===== src/rtl/cbt_pkg.sv =====
package cbt_pkg;
  typedef enum logic {
    SAMP_ONE   = 1'b0,
    SAMP_THREE = 1'b1
  } samp_mode_e;

  function automatic logic maj3(logic a, logic b, logic c);
    return (a & b) | (a & c) | (b & c);
  endfunction
endpackage


===== src/rtl/cbt_cfg_lock.sv =====
module cbt_cfg_lock
  import cbt_pkg::*;
#(
  parameter int unsigned BRP_W   = 6,
  parameter int unsigned T1_W    = 4,
  parameter int unsigned T2_W    = 3,
  parameter logic [BRP_W-1:0] RST_BRP = '0,
  parameter logic [T1_W-1:0]  RST_T1  = '0,
  parameter logic [T2_W-1:0]  RST_T2  = '0
) (
  input  logic             clk_i,
  input  logic             rst_ni,
  input  logic             chg_req_i,
  input  logic             bus_idle_i,
  input  logic             bit_end_i,
  input  logic             we_i,
  input  logic [BRP_W-1:0] brp_i,
  input  logic [T1_W-1:0]  t1_i,
  input  logic [T2_W-1:0]  t2_i,
  input  logic             sam_i,
  output logic             chg_en_o,
  output logic [BRP_W-1:0] brp_o,
  output logic [T1_W-1:0]  t1_o,
  output logic [T2_W-1:0]  t2_o,
  output samp_mode_e       sam_o
);
  logic cce_q;
  logic grant, release_req;

  assign grant       = chg_req_i && !cce_q && (bus_idle_i || bit_end_i);
  assign release_req = !chg_req_i && cce_q;

  always_ff @(posedge clk_i or negedge rst_ni) begin
    if (!rst_ni) begin
      cce_q <= 1'b0;
    end else if (grant) begin
      cce_q <= 1'b1;
    end else if (release_req) begin
      cce_q <= 1'b0;
    end
  end

  // fields load only while the lock is open
  always_ff @(posedge clk_i or negedge rst_ni) begin
    if (!rst_ni) begin
      brp_o <= RST_BRP;
      t1_o  <= RST_T1;
      t2_o  <= RST_T2;
      sam_o <= SAMP_ONE;
    end else if (we_i && cce_q) begin
      brp_o <= brp_i;
      t1_o  <= t1_i;
      t2_o  <= t2_i;
      sam_o <= samp_mode_e'(sam_i);
    end
  end

  assign chg_en_o = cce_q;
endmodule


===== src/rtl/cbt_prescaler.sv =====
module cbt_prescaler #(
  parameter int unsigned BRP_W = 6
) (
  input  logic             clk_i,
  input  logic             rst_ni,
  input  logic             hold_i,
  input  logic             restart_i,
  input  logic [BRP_W-1:0] brp_i,
  output logic             tq_en_o
);
  logic [BRP_W-1:0] cnt_q;
  logic             wrap;

  assign wrap    = (cnt_q == brp_i);
  assign tq_en_o = wrap && !hold_i && !restart_i;

  always_ff @(posedge clk_i or negedge rst_ni) begin
    if (!rst_ni) begin
      cnt_q <= '0;
    end else if (hold_i || restart_i || wrap) begin
      cnt_q <= '0;
    end else begin
      cnt_q <= cnt_q + BRP_W'(1);
    end
  end
endmodule


===== src/rtl/cbt_seg_ctr.sv =====
module cbt_seg_ctr #(
  parameter int unsigned T1_W = 4,
  parameter int unsigned T2_W = 3
) (
  input  logic            clk_i,
  input  logic            rst_ni,
  input  logic            hold_i,
  input  logic            restart_i,
  input  logic            tq_en_i,
  input  logic [T1_W-1:0] t1_i,
  input  logic [T2_W-1:0] t2_i,
  output logic            tap_pre_o,
  output logic            sample_o,
  output logic            tap_post_o,
  output logic            bit_end_o
);
  localparam int unsigned NBT_MAX = 1 + (2 ** T1_W) + (2 ** T2_W);
  localparam int unsigned QW      = $clog2(NBT_MAX);

  logic [QW-1:0] q_q;
  logic [QW-1:0] t1_len, t2_len;
  logic [QW-1:0] idx_pre, idx_samp, idx_post, idx_last;

  assign t1_len   = QW'(t1_i) + QW'(1);
  // second segment never below 2 quanta
  assign t2_len   = (t2_i == '0) ? QW'(2) : (QW'(t2_i) + QW'(1));
  assign idx_pre  = QW'(t1_i);
  assign idx_samp = t1_len;
  assign idx_post = t1_len + QW'(1);
  assign idx_last = t1_len + t2_len;

  assign tap_pre_o  = tq_en_i && (q_q == idx_pre);
  assign sample_o   = tq_en_i && (q_q == idx_samp);
  assign tap_post_o = tq_en_i && (q_q == idx_post);
  assign bit_end_o  = tq_en_i && (q_q == idx_last);

  always_ff @(posedge clk_i or negedge rst_ni) begin
    if (!rst_ni) begin
      q_q <= '0;
    end else if (hold_i || restart_i || bit_end_o) begin
      q_q <= '0;
    end else if (tq_en_i) begin
      q_q <= q_q + QW'(1);
    end
  end
endmodule


===== src/rtl/cbt_sampler.sv =====
module cbt_sampler
  import cbt_pkg::*;
(
  input  logic       clk_i,
  input  logic       rst_ni,
  input  logic       rx_i,
  input  logic       bus_idle_i,
  input  logic       hold_i,
  input  samp_mode_e mode_i,
  input  logic       tap_pre_i,
  input  logic       tap_mid_i,
  input  logic       tap_post_i,
  output logic       hsync_o,
  output logic       rx_bit_o
);
  logic rx_q;
  logic s_pre_q, s_mid_q;
  logic bit_q;

  assign hsync_o = rx_q && !rx_i && bus_idle_i && !hold_i;

  always_ff @(posedge clk_i or negedge rst_ni) begin
    if (!rst_ni) begin
      rx_q <= 1'b1;
    end else begin
      rx_q <= rx_i;
    end
  end

  always_ff @(posedge clk_i or negedge rst_ni) begin
    if (!rst_ni) begin
      s_pre_q <= 1'b1;
      s_mid_q <= 1'b1;
    end else begin
      if (tap_pre_i) s_pre_q <= rx_i;
      if (tap_mid_i) s_mid_q <= rx_i;
    end
  end

  always_ff @(posedge clk_i or negedge rst_ni) begin
    if (!rst_ni) begin
      bit_q <= 1'b1;
    end else if (mode_i == SAMP_ONE) begin
      if (tap_mid_i) bit_q <= rx_i;
    end else begin
      if (tap_post_i) bit_q <= maj3(s_pre_q, s_mid_q, rx_i);
    end
  end

  assign rx_bit_o = bit_q;
endmodule


===== src/rtl/can_bit_timing.sv =====
module can_bit_timing
  import cbt_pkg::*;
#(
  parameter int unsigned BRP_W = 6,
  parameter int unsigned T1_W  = 4,
  parameter int unsigned T2_W  = 3
) (
  input  logic             clk_i,
  input  logic             rst_ni,
  input  logic             chg_req_i,
  input  logic             bus_idle_i,
  input  logic             cfg_we_i,
  input  logic [BRP_W-1:0] cfg_brp_i,
  input  logic [T1_W-1:0]  cfg_tseg1_i,
  input  logic [T2_W-1:0]  cfg_tseg2_i,
  input  logic             cfg_sam_i,
  input  logic             rx_i,
  output logic             chg_en_o,
  output logic             tq_en_o,
  output logic             sample_o,
  output logic             bit_end_o,
  output logic             rx_bit_o
);
  logic [BRP_W-1:0] brp_q;
  logic [T1_W-1:0]  t1_q;
  logic [T2_W-1:0]  t2_q;
  samp_mode_e       sam_q;
  logic             cce, hsync, tq_en;
  logic             tap_pre, tap_mid, tap_post, bit_end;

  cbt_cfg_lock #(
    .BRP_W(BRP_W), .T1_W(T1_W), .T2_W(T2_W)
  ) u_lock (
    .clk_i     (clk_i),
    .rst_ni    (rst_ni),
    .chg_req_i (chg_req_i),
    .bus_idle_i(bus_idle_i),
    .bit_end_i (bit_end),
    .we_i      (cfg_we_i),
    .brp_i     (cfg_brp_i),
    .t1_i      (cfg_tseg1_i),
    .t2_i      (cfg_tseg2_i),
    .sam_i     (cfg_sam_i),
    .chg_en_o  (cce),
    .brp_o     (brp_q),
    .t1_o      (t1_q),
    .t2_o      (t2_q),
    .sam_o     (sam_q)
  );

  cbt_prescaler #(.BRP_W(BRP_W)) u_presc (
    .clk_i    (clk_i),
    .rst_ni   (rst_ni),
    .hold_i   (cce),
    .restart_i(hsync),
    .brp_i    (brp_q),
    .tq_en_o  (tq_en)
  );

  cbt_seg_ctr #(.T1_W(T1_W), .T2_W(T2_W)) u_seg (
    .clk_i     (clk_i),
    .rst_ni    (rst_ni),
    .hold_i    (cce),
    .restart_i (hsync),
    .tq_en_i   (tq_en),
    .t1_i      (t1_q),
    .t2_i      (t2_q),
    .tap_pre_o (tap_pre),
    .sample_o  (tap_mid),
    .tap_post_o(tap_post),
    .bit_end_o (bit_end)
  );

  cbt_sampler u_samp (
    .clk_i     (clk_i),
    .rst_ni    (rst_ni),
    .rx_i      (rx_i),
    .bus_idle_i(bus_idle_i),
    .hold_i    (cce),
    .mode_i    (sam_q),
    .tap_pre_i (tap_pre),
    .tap_mid_i (tap_mid),
    .tap_post_i(tap_post),
    .hsync_o   (hsync),
    .rx_bit_o  (rx_bit_o)
  );

  assign chg_en_o  = cce;
  assign tq_en_o   = tq_en;
  assign sample_o  = tap_mid;
  assign bit_end_o = bit_end;
endmodule


===== config.mk =====
export PLATFORM = sky130hd
export DESIGN_NAME = can_bit_timing
export DESIGN_NICKNAME = d
export VERILOG_FILES = /design/src/rtl/cbt_pkg.sv /design/src/rtl/cbt_cfg_lock.sv /design/src/rtl/cbt_prescaler.sv /design/src/rtl/cbt_seg_ctr.sv /design/src/rtl/cbt_sampler.sv /design/src/rtl/can_bit_timing.sv
export SDC_FILE = /design/constraint.sdc
export NUM_CORES = 1
export LEC_CHECK = 0
export BUFFER_PORTS_ARGS = -buffer_cell sky130_fd_sc_hd__buf_4
export CORE_MARGIN = 5
export CORE_UTILIZATION = 45
export CTS_CLUSTER_DIAMETER = 200
export CTS_CLUSTER_SIZE = 8
export DETAILED_ROUTE_END_ITERATION = 7
export SLEW_MARGIN = 20
export SYNTH_ARGS = -nofsm -noshare
export SYNTH_HDL_FRONTEND = slang
export SYNTH_SLANG_ARGS = --single-unit

===== constraint.sdc =====
create_clock -name clk_i -period 6.9 [get_ports clk_i]
set_clock_uncertainty 0.1 [all_clocks]
set_input_delay 0.345 -clock clk_i [delete_from_list [all_inputs] [get_ports clk_i]]
set_output_delay 0.345 -clock clk_i [all_outputs]
set_load 0.1 [all_outputs]

# ---- Word level (Yosys, flattened, before mapping)
# Cells that the tools add are included.
# Widths: inputs -> output; s select.
dict set report totals {
  reg_bits 30
  latchBits 0
  ramBits 0
  mem_bits_ro 0
  input_bits 20
  mem_count 0
}
dict set report classes {
  n_addsub 6
  multipliers 0
  n_div 0
  order_cmp 0
  eq_ne 6
  n_shift 0
  muxes 9
  bitwise 5
  n_reduce_logical 26
}
# cell n
set ops {}
lappend ops {{$eq 5x5->1} 3}
lappend ops {{$mux 5} 3}
lappend ops {{$logic_and 1x1->1} 13}
lappend ops {{$add 5x1->5 const B} 2}
lappend ops {{$add 6x1->6 const B} 1}
lappend ops {{$eq 6x6->1} 1}
lappend ops {{$mux 6} 1}
lappend ops {{$reduce_bool 2->1} 3}
lappend ops {{$add 4x1->5 const B} 1}
lappend ops {{$add 5x5->5} 1}
lappend ops {{$eq 5x4->1} 1}
lappend ops {{$mux 1} 5}
lappend ops {{$add 3x1->4 const B} 1}
lappend ops {{$logic_not 1->1} 4}
lappend ops {{$logic_or 1x1->1} 4}
lappend ops {{$and 1x1->1} 3}
lappend ops {{$logic_not 3->1} 1}
lappend ops {{$ne 2x2->1 const B} 1}
lappend ops {{$or 1x1->1} 2}
lappend ops {{$reduce_and 2->1} 1}

# ---- Longest topological paths before layout
# Gate-level depths: netlist (run 1).
dict set report depth {
  word_depth 10
  mapped_depth 13
  depth_no_buf 13
}

# ---- Modules after synthesis
# Synthesis (run 1) repeated with hierarchy kept, for this count alone.
dict set report hier_totals {
  hier_cells 187
  hier_area_um2 2016.9
}
# mod n_inst cells_per_inst area_each_um2 seq_area_each_um2
set by_module_without_submodules {}
lappend by_module_without_submodules {cbt_seg_ctr 1 107 858.3 125.1}
lappend by_module_without_submodules {cbt_cfg_lock 1 32 596.8 375.4}
lappend by_module_without_submodules {cbt_prescaler 1 34 382.9 150.1}
lappend by_module_without_submodules {cbt_sampler 1 14 178.9 105.1}

# ---- Worst setup path before layout (run 1)
# No wires, ideal clock.
dict set report synth_path {
  path_kind {register to register}
  from {register u_lock.t1_o[0]}
  to {register u_samp.s_mid_q}
  arrival_ns 3.856
  slack_ns 2.862
  path_stages_with_launch 8
  path_buffers 1
  cell_sequence {dfrtp_1 > clkbuf_8 > inv_1 > ha_1 > xor2_1 > nand3_1 > nor3_1 > mux2_2}
}
dict set report synth_between {
  elab_chain_len 3
}
# item line
set synth_lines {}
lappend synth_lines {{from (decl)} cbt_cfg_lock.sv:23} ;# output logic [T1_W-1:0] t1_o,
lappend synth_lines {{from (signal assigned)} cbt_cfg_lock.sv:52} ;# t1_o <= t1_i;
lappend synth_lines {{$add 4x1->5} cbt_seg_ctr.sv:24} ;# assign t1_len = QW'(t1_i) + QW'(1);
lappend synth_lines {{$eq 5x5->1} cbt_seg_ctr.sv:33} ;# assign sample_o = tq_en_i && (q_q == idx_samp);
lappend synth_lines {{$logic_and 1x1->1} cbt_seg_ctr.sv:33}
lappend synth_lines {{net sample_o} can_bit_timing.sv:20} ;# output logic sample_o,
lappend synth_lines {{to (signal assigned)} cbt_sampler.sv:36} ;# if (tap_mid_i) s_mid_q <= rx_i;
lappend synth_lines {{to (decl)} cbt_sampler.sv:17} ;# logic s_pre_q, s_mid_q;
# The timed path passes the listed nets, and every way through them passes these cells.
# A chain may end at the register's enable or synchronous reset.

# ---- Worst setup path in the final report (run 1)
dict set report layout_path {
  from {register u_lock.t1_o[0]}
  to {output bit_end_o}
}
dict set report layout_between {
  elab_chain_len 4
}
# item line
set layout_lines {}
lappend layout_lines {{$add 4x1->5} cbt_seg_ctr.sv:24}
lappend layout_lines {{$add 5x5->5} cbt_seg_ctr.sv:30} ;# assign idx_last = t1_len + t2_len;
lappend layout_lines {{$eq 5x5->1} cbt_seg_ctr.sv:35} ;# assign bit_end_o = tq_en_i && (q_q == idx_last);
lappend layout_lines {{$logic_and 1x1->1} cbt_seg_ctr.sv:35}
lappend layout_lines {{to (decl)} can_bit_timing.sv:21} ;# output logic bit_end_o,
# No other way between the ends.

==> results of run 1 <==
layout make-up:
class / count / area, sq um
clock inverters: 1 / 5.00
flip-flops and latches: 30 / 756
well taps: 50 / 62.6
inverters: 11 / 41.3
repair buffers: 25 / 190
clock buffers: 7 / 86.3
fillers: 365 / 1870
multi-input cells: 133 / 1080
worst max-delay path, cell delays in order (launching register included):
cell and delay (ps):
dfrtp_1 520, inv_1 150, ha_1 410, fa_1 480, nor2b_1 120, o21ai_0 100, and3_1 200, o2111ai_1 360
inv_1 110, buf_4 250
repair_timing:
item / 4_1_cts / 5_1_grt
setup endpoints to repair: 0 / 0
hold buffers: 1 / 0
buffers inserted: 0 / 0
endpoints found under the hold margin: 26 / 0
sequential cells by signal, summed over array words and instances, names as in the netlist, 3 cells and up:
signal / count
u_lock.t2_o: 3
u_lock.t1_o: 4
u_presc.cnt_q: 6
u_seg.q_q: 5
u_lock.brp_o: 6
report_power, final:
group,switching [mW],internal (mW),total (mW)
clock network,0.0636,0.0803,0.144
registers,0.0336,0.206,0.240
logic,0.123,0.118,0.241
total,0.221,0.404,0.625
routing by layer:
| layer | wire length [microns] | GRT usage | vias to the layer above | part of all wire |
|---|---|---|---|---|
| met5 | 0 | 0 | - | 0 |
| met4 | 63 | 0.0660 | 0 | 0.016 |
| met3 | 119 | 0.0369 | 6 | 0.031 |
| met2 | 2070 | 0.261 | 25 | 0.54 |
| met1 | 1590 | 0.175 | 661 | 0.41 |
| li1 | - | - | 669 | - |
final timing paths:
path,startpoint,end,slack (ps),cells after the start
max,u_lock.t1_o[0],bit_end_o,3470,9
min,rx_i,u_samp.rx_q,110,1
max reg2reg,u_lock.t1_o[0],u_lock.chg_en_o,3980,9
min reg2reg,u_presc.cnt_q[0],u_presc.cnt_q[0],420,1
max in group asynchronous,rst_ni,u_samp.rx_q,5960,2
min in group asynchronous,rst_ni,u_presc.cnt_q[4],430,2
cells in the final DEF, fill, tap and decap left out, types with 2 or more instances in the layout:
| master | netlist | layout |
|---|---|---|
| and3b_1 | 2 | 2 |
| inv_1 | 11 | 11 |
| xnor2_1 | 10 | 10 |
| buf_4 | 0 | 24 |
| dfstp_2 | 4 | 4 |
| nand3_1 | 7 | 7 |
| clkbuf_8 | 2 | 6 |
| nand2b_1 | 5 | 5 |
| and3_1 | 3 | 3 |
| nor2b_1 | 2 | 2 |
| mux2_2 | 16 | 16 |
| nor3_1 | 3 | 3 |
| dfrtp_1 | 26 | 26 |
| xor2_2 | 2 | 2 |
| nand4_1 | 2 | 2 |
| xor2_1 | 18 | 18 |
| nor2_1 | 15 | 15 |
| or2_2 | 4 | 4 |
| ha_1 | 11 | 11 |
| nor4_1 | 4 | 4 |
| nand2_1 | 4 | 4 |
| a21oi_1 | 7 | 7 |
cell families after synthesis:
family / share of synthesized area
simple gates: 0.160
xor+xnor: 0.144
flops: 0.392
compound gates: 0.0676
mux: 0.107
buf+inv: 0.0468
fa+ha+maj: 0.0819
==> impl_metrics.yaml, run 1 <==
status:
  status: "finished clean"
final_layout:
  final_util: 0.543
  drive_gt1_frac: 0.304
  n_antenna_cell: 0
  fin_nets: 238
  final_cell_area_sq_mm: 0.00222
  final_cells: 257
  area_delta_synth_final_pct: 15.3
synth:
  async_flop_share: 1.00
  synth_edf_count: 0
  synth_top_area_cell: "dfrtp_1"
  ys_ff_latch: 30
  ys_top_cells_by_area: "dfrtp_1 (34%), mux2_2 (9.4%), xor2_1 (8.2%)"
  ys_seq_area_frac: 0.392
  synth.distinct_cells: 42
  syn_nets: 212
  syn-cell-area_sq_mm: 0.00193
  synthTopCellsByCount: "dfrtp_1 (26), xor2_1 (18), mux2_2 (16), nor2_1 (15)"
  syn_avg_cell_area_sq_um: 10.7
  synth_warnings: 0
  yosysTopAreaCellShare: 0.338
  synthFlopType: "dfrtp_1"
  synth_most_common_cell: "dfrtp_1"
  syn_inst: 180
routing:
  first_iter_violations: 70
  final_antenna_net_count: 0
  vias: 1361
  drt_wl_total_microns: 3840
  drc: 0
  wl_per_cell_microns: 14.9
  dr.pass1.iters: 4
  via_per_inst: 5.30
setup_path:
  arrival_ps: 2990
  cp.required_ps: 6450
  startpoint_type: "flop"
  path_max_fanout: 10
  critPathKind: "flop to output pin"
  endpoint_kind: "output pin"
floorplanning:
  die_x_microns: 75.4
  core_sq_mm: 0.00409
  die_height_microns: 75.4
  die_area_sq_mm: 0.00569
  start_util: 0.471
  rows: 23
  io_pins: 25
clock_tree:
  clkSinkCount: 30
  cts_max_level: 2
  path_clk_slew_ps: 60
  clock_path_buffers: 2
  cts_tree: "built"
  cts_made_buffers: 5
  clockRootBuffer: "clkbuf_8"
  cts_resized: 0
  clk_latency_ps: 280
pwr:
  fin_total_pwr_mw: 0.625
  power_density_mw_per_mm2: 281
  ir_drop_mv: 0.156
  power_leakage_nw: 1.04
timing:
  slew_violations: 0
  rsz0062_at_grt: "no"
  setup_viol_count_final: 0
  fmax_ghz: 0.291
  final.setup.tns_ps: 0
  postLayoutSetupSlackWorst_ps: 3470
  fin_crit_sh: 0.498
  tightestPinTransition_ps: 652
  hold_slack_ps: 105
  final-hold-violation-count: 0
  max_slew_margin: 0.564
  layout_min_cycle_time_ps: 3430
placement:
  pre_cts_slack_ps: 3770
  gp_congestion: 0.814
  place_inst: 248
  place_area_sq_mm: 0.00212
  hpwl_microns: 2990
  port_buffers: 24
job:
  maxCapViolCount: 0
worst_hold_path:
  hp-class: "input pin to flop"
global_routing:
  grt-ovfl-total: 0
  antenna_found_initial: 0
  grt_pass1_wl_microns: 6400
  gr-usage-all-layers: 0.150
  grt_pass1_vias: 1443
  grt_max_degree: 31
No activity file was read; power rests on OpenSTA's default activity.
==> inputs of run 2 (changes only) <==
--- a/config.mk
+++ b/config.mk
@@ -5,6 +5,7 @@
 export SDC_FILE = /design/constraint.sdc
 export NUM_CORES = 1
 export LEC_CHECK = 0
+export ABC_AREA = 1
 export BUFFER_PORTS_ARGS = -buffer_cell sky130_fd_sc_hd__buf_4
 export CORE_MARGIN = 5
 export CORE_UTILIZATION = 45
==> constraint.sdc (replaced) <==
create_clock -name clk_i -period 3.2 [get_ports clk_i]
set_clock_uncertainty 0.1 [all_clocks]
set_input_delay 0.16 -clock clk_i [delete_from_list [all_inputs] [get_ports clk_i]]
set_output_delay 0.16 -clock clk_i [all_outputs]
set_load 0.1 [all_outputs]
==> run 2 against run 1 <==
Global-route usage increased by 1.2 points; register-to-register slack got worse by 3400 ps; highest routed layer unchanged; core utilization increased by 2.3 points; sequential share of layout area decreased by 3.6 points; routed wire length increased by 18%.
==> impl_metrics.yaml, run 2 <==
status:
  status: "finished clean"
setup_path:
  path_delay_family: "adder cells"
  endpoint_kind: "output pin"
  slowest_delay_ps: 570
  path_max_fanout: 3
  crit_buf_inv: 4
  path_common_cell: "inv_2"
  r2r_cells: 16
  critPathKind: "flop to output pin"
  crit_chain: "inv_2, ha_4, nand2_2, inv_2, nor2_2, ha_2, inv_2, fa_1, nor2_2, nor3_2, nand2_1, nor2_1, nand3_1, nor2_4, buf_12"
  arrival_ps: 2750
  cp.depth: 15
  cp.required_ps: 2940
  critPathSlowestCell: "fa_1"
  startpoint_type: "flop"
synth:
  synth_most_common_cell: "nand2_1"
  synth_edf_count: 0
  synthFlopType: "dfrtp_1"
  yosysTopAreaCellShare: 0.319
  synthTopCellsByCount: "nand2_1 (85), inv_1 (43), nor2_1 (41), dfrtp_1 (26), nand3_1 (18)"
  syn_nets: 322
  ys_top_cells_by_area: "dfrtp_1 (32%), nand2_1 (16%), inv_1 (7.9%)"
  syn_avg_cell_area_sq_um: 7.03
  synth.distinct_cells: 27
  syn-cell-area_sq_mm: 0.00204
  syn_inst: 290
  async_flop_share: 1.00
  ys_seq_area_frac: 0.371
  synth_warnings: 0
  synth_top_area_cell: "dfrtp_1"
  ys_ff_latch: 30
pwr:
  pwr-share-clk: 0.276
  power_density_mw_per_mm2: 544
  pwr-share-seq: 0.344
  p_int_mw: 0.855
  ir_drop_mv: 0.353
  swShare: 0.367
  power_leakage_nw: 1.33
  power_switching_mw: 0.495
  p_comb_frac: 0.380
final_layout:
  final_cell_area_sq_mm: 0.00248
  nFillCells: 445
  fin_nets: 357
  largestRegisters: "u_lock.brp_o: 6 flops, u_presc.cnt_q: 6 flops, u_seg.q_q: 5 flops"
  drive_gt1_frac: 0.199
  mostFrequentLayoutCells: "nand2_1 (84), inv_1 (39), nor2_1 (39)"
  final_util: 0.566
  area_delta_synth_final_pct: 21.8
  n_antenna_cell: 0
  final_common_cell: "nand2_1"
  seqCellArea_sq_um: 756
  multiInputGateArea_sq_mm: 0.00113
clock_tree:
  cts_tree: "built"
  clkSinkCount: 30
  clk_latency_ps: 280
  cts_max_level: 2
  cts_made_buffers: 5
  path_clk_slew_ps: 70
  clockRootBuffer: "clkbuf_8"
  clock_path_buffers: 2
timing:
  fin_crit_sh: 0.942
  tightestPinTransition_ps: 807
  final-hold-violation-count: 0
  setup_viol_count_final: 0
  max_slew_margin: 0.461
  fmax_ghz: 0.332
  slew_violations: 0
  layout_min_cycle_time_ps: 3010
routing:
  drc: 0
  drt_wl_total_microns: 4520
  via_per_inst: 4.82
  vias: 1823
  final_antenna_net_count: 0
  dr.pass1.iters: 5
  first_iter_violations: 68
  wl_per_cell_microns: 11.9
global_routing:
  grt_max_degree: 31
  grt_pass1_vias: 1802
  gr-usage-all-layers: 0.162
  grt-ovfl-total: 0
  grt_pass1_wl_microns: 8000
  antenna_found_initial: 0
placement:
  gp_congestion: 0.832
  hpwl_microns: 3430
  place_area_sq_mm: 0.00227
  port_buffers: 24
floorplanning:
  rows: 24
  io_pins: 25
  die_area_sq_mm: 0.00598
  start_util: 0.465
  die_height_microns: 77.3
  core_sq_mm: 0.00438
  die_x_microns: 77.3
worst_hold_path:
  min_path_cells: 2
  hp-class: "input pin to flop"
job:
  maxCapViolCount: 0
run 2: through the flow:
step	std cells	hold WS [ps]	worst slack [ps]	setup TNS [ps]	power [mW]
floorplan	290	-236	80.0	0	0.830
global placement	363	15.4	426	0	0.941
detailed placement	363	16.2	361	0	0.944
CTS	373	3.42	35.5	0	1.33
global route	378	1.38	-40.3	-40.3	1.48
finish	378	13.5	185	0	1.35
run 2: metal layers:
metal	wire length, microns	global-route usage	vias up
met4	49	0.0447	0
met2	2170	0.268	24
li1	-	-	976
met3	133	0.0351	6
met5	0	0	-
met1	2160	0.215	817
run 2: final timing paths:
check	endpoint	from	slack (ps)
min in group asynchronous	u_lock.brp_o[4]	rst_ni	250
setup reg to reg	u_seg.q_q[1]	u_lock.t2_o[1]	550
hold / removal	u_lock.brp_o[0]	cfg_brp_i[0]	10
hold reg to reg	u_samp.s_mid_q	u_samp.s_mid_q	390
max in group asynchronous	u_samp.s_mid_q	rst_ni	2420
setup / recovery	bit_end_o	u_lock.t2_o[1]	190
run 2: area by class of cell:
type	instances	share of cell area
Sequential cell	30	0.304
Tap cell	52	0.0262
Multi-Input combinational cell	212	0.457
Clock inverter	3	0.0161
Timing Repair Buffer	31	0.101
Inverter	45	0.0680
Clock buffer	5	0.0277
run 2: what timing repair did:
item	in CTS	in global routing
hold endpoints to repair	27	0
setup endpoints to repair	0	1
hold buffers	2	0
resized for setup	0	15
setup buffers	0	5
run 2: power groups by stage:
stage	Combinational [mW]	Sequential, mW	Clock, mW
CTS	0.480	0.465	0.382
global route	0.601	0.473	0.407
detailed placement	0.473	0.471	0
finish	0.512	0.464	0.373
global placement	0.471	0.470	0
floorplan	0.361	0.470	0
run 2: kinds of logic (layout without fill, tap and decap cells):
kind of cell | after synthesis | after routing | share of synthesized area
simple gates | 162 | 162 | 0.339
buf+inv | 48 | 84 | 0.0890
flops | 30 | 30 | 0.371
compound gates | 25 | 25 | 0.0632
fa+ha+maj | 12 | 12 | 0.0773
xor+xnor | 9 | 9 | 0.0387
mux | 4 | 4 | 0.0221
==> inputs of run 3 (changes only) <==
--- a/config.mk
+++ b/config.mk
@@ -12,6 +12,7 @@
 export CTS_CLUSTER_DIAMETER = 200
 export CTS_CLUSTER_SIZE = 8
 export DETAILED_ROUTE_END_ITERATION = 7
+export PLACE_DENSITY = 0.69
 export SLEW_MARGIN = 20
 export SYNTH_ARGS = -nofsm -noshare
 export SYNTH_HDL_FRONTEND = slang
==> run 3 against run 2 <==
Die area unchanged; routed wire length decreased by 1.2%; sequential power about the same; sequential share of layout area increased by 0.80 points; setup slack improved by 15 ps; worst hold slack got worse by 6.6 ps; sequential cell count unchanged; clock-buffer cell count increased by 1; highest routed layer unchanged; via count increased by 1.3%; critical path type unchanged; clock power decreased by 12%; global-route usage decreased by 0.21 points; core utilization decreased by 1.5 points.
==> impl_metrics.yaml, run 3 (same netlist as run 2, synthesis figures left out) <==
clock_tree:
  cts_tree: "built"
  clkSinkCount: 30
  cts_made_buffers: 5
  clk_latency_ps: 280
  path_clk_slew_ps: 70
  clock_path_buffers: 2
  clockRootBuffer: "clkbuf_8"
  post-cts-setup-buffers: 0
  cts_max_level: 2
global_routing:
  grt_pass1_wl_microns: 7850
  grt_pass1_vias: 1801
  gr-usage-all-layers: 0.160
  grt_max_degree: 31
  grt-ovfl-total: 0
  antenna_found_initial: 0
placement:
  gp_congestion: 0.854
  place_inst: 363
  pre_cts_slack_ps: 424
  port_buffers: 24
  hpwl_microns: 3400
setup_path:
  crit_buf_inv: 5
  arrival_ps: 2740
  startpoint_type: "flop"
  path_common_cell: "inv_1"
  critPathSlowestCell: "fa_1"
  reg2reg_slack_ps: 640
  cp.required_ps: 2940
  endpoint_kind: "output pin"
  path_delay_family: "simple AND/OR/NAND/NOR gates"
  crit_chain: "inv_1, ha_1, nand2_1, inv_1, nor2_1, ha_1, inv_1, fa_1, nand2_1, inv_1, nor3_2, nand2_1, nor2_1, nand3_1, nor2_4, buf_12"
  path_max_fanout: 3
  slowest_delay_ps: 450
  critPathKind: "flop to output pin"
final_layout:
  mostFrequentLayoutCells: "nand2_1 (85), inv_1 (43), nor2_1 (41)"
  final_cells: 374
  drive_gt1_frac: 0.158
  area_delta_synth_final_pct: 18.7
  n_antenna_cell: 0
  multiInputGateArea_sq_mm: 0.00111
  fin_nets: 353
  largestRegisters: "u_lock.brp_o: 6 flops, u_presc.cnt_q: 6 flops, u_seg.q_q: 5 flops"
  final_common_cell: "nand2_1"
  nFillCells: 425
  seqCellArea_sq_um: 756
pwr:
  power_leakage_nw: 1.30
  p_int_mw: 0.780
  swShare: 0.392
  p_comb_frac: 0.382
  power_density_mw_per_mm2: 530
  pwr-share-seq: 0.361
  ir_drop_mv: 0.318
  pwr-share-clk: 0.257
  power_switching_mw: 0.502
floorplanning:
  io_pins: 25
  die_area_sq_mm: 0.00598
  die_x_microns: 77.3
  die_height_microns: 77.3
  start_util: 0.465
  rows: 24
  core_sq_mm: 0.00438
timing:
  fin_crit_sh: 0.937
  final-hold-violation-count: 0
  slew_violations: 0
  fmax_ghz: 0.333
  postLayoutSetupSlackWorst_ps: 201
  final.setup.tns_ps: 0
  setup_viol_count_final: 0
  tightestPinTransition_ps: 789
  layout_min_cycle_time_ps: 3000
  max_slew_margin: 0.472
  rsz0062_at_grt: "no"
status:
  status: "finished clean"
job:
  maxCapViolCount: 0
routing:
  via_per_inst: 4.94
  first_iter_violations: 153
  wl_per_cell_microns: 11.9
  final_antenna_net_count: 0
  drt_wl_total_microns: 4460
  drc: 0
  dr.pass1.iters: 4
  vias: 1847
worst_hold_path:
  hp-class: "input pin to flop"
## run 3: cell types whose count changed in the layout (fill, tap and decap cells not counted), moves of 2 or more
cell	before	now
nor2_2	3	1
nor2_1	39	41
ha_1	9	11
inv_1	39	43
buf_4	28	23
inv_2	6	2
## run 3: what timing repair did
action	in CTS	in global routing
hold endpoints to repair	27	1
resized for setup	0	5
hold buffers	2	1
endpoints found under the setup margin	0	1
## run 3: power by group through the flow
stage	clock network [mW]	logic [mW]	registers, mW
6_report	0.329	0.490	0.463
5_1_grt	0.354	0.566	0.471
4_1_cts	0.333	0.481	0.463
3_5_place_dp	0	0.476	0.470
3_3_place_gp	0	0.466	0.468
2_1_floorplan	0	0.361	0.470
## run 3: area by class of cell
type	count	share of cell area
flip-flops and latches	30	0.312
repair buffers	27	0.0921
clock inverters	2	0.00517
well taps	52	0.0269
multi-input cells	212	0.459
clock buffers	6	0.0341
inverters	45	0.0698
## run 3: worst reg2reg max path: cells and delay by family (launching register included)
family,cells,cell delay (ps)
AND/OR/NAND/NOR,11,970
buffers and inverters,4,260
flip-flops,1,370
adder cells (fa/ha/maj),3,760
## run 3: stage by stage
step                cell area [sq um]  power (mW)   util  hold WS (ps)
floorplan                        2040       0.830      -          -236
global placement                 2270       0.934  0.518          17.5
detailed placement               2270       0.947  0.518          17.8
CTS                              2390        1.28  0.544          3.17
global route                     2420        1.39  0.552          11.5
finish                           2420        1.28  0.552          6.96
## run 3: routing by layer
layer	track usage	share of wire	vias to the layer above
li1	-	-	965
met1	0.212	0.46	835
met2	0.249	0.48	43
met3	0.0422	0.052	4
met4	0.0636	0.010	0
met5	0	0	-
## run 3: path summary, 6_finish.rpt
kind	startpoint	endpoint	cells after the start
setup reg to reg	u_lock.t2_o[0]	u_seg.q_q[2]	18
hold / removal	cfg_brp_i[5]	u_lock.brp_o[5]	2
setup / recovery	u_lock.t2_o[0]	bit_end_o	16
hold reg to reg	u_samp.s_mid_q	u_samp.s_mid_q	2
max in group asynchronous	rst_ni	u_samp.rx_q	2
min in group asynchronous	rst_ni	u_lock.t1_o[3]	2
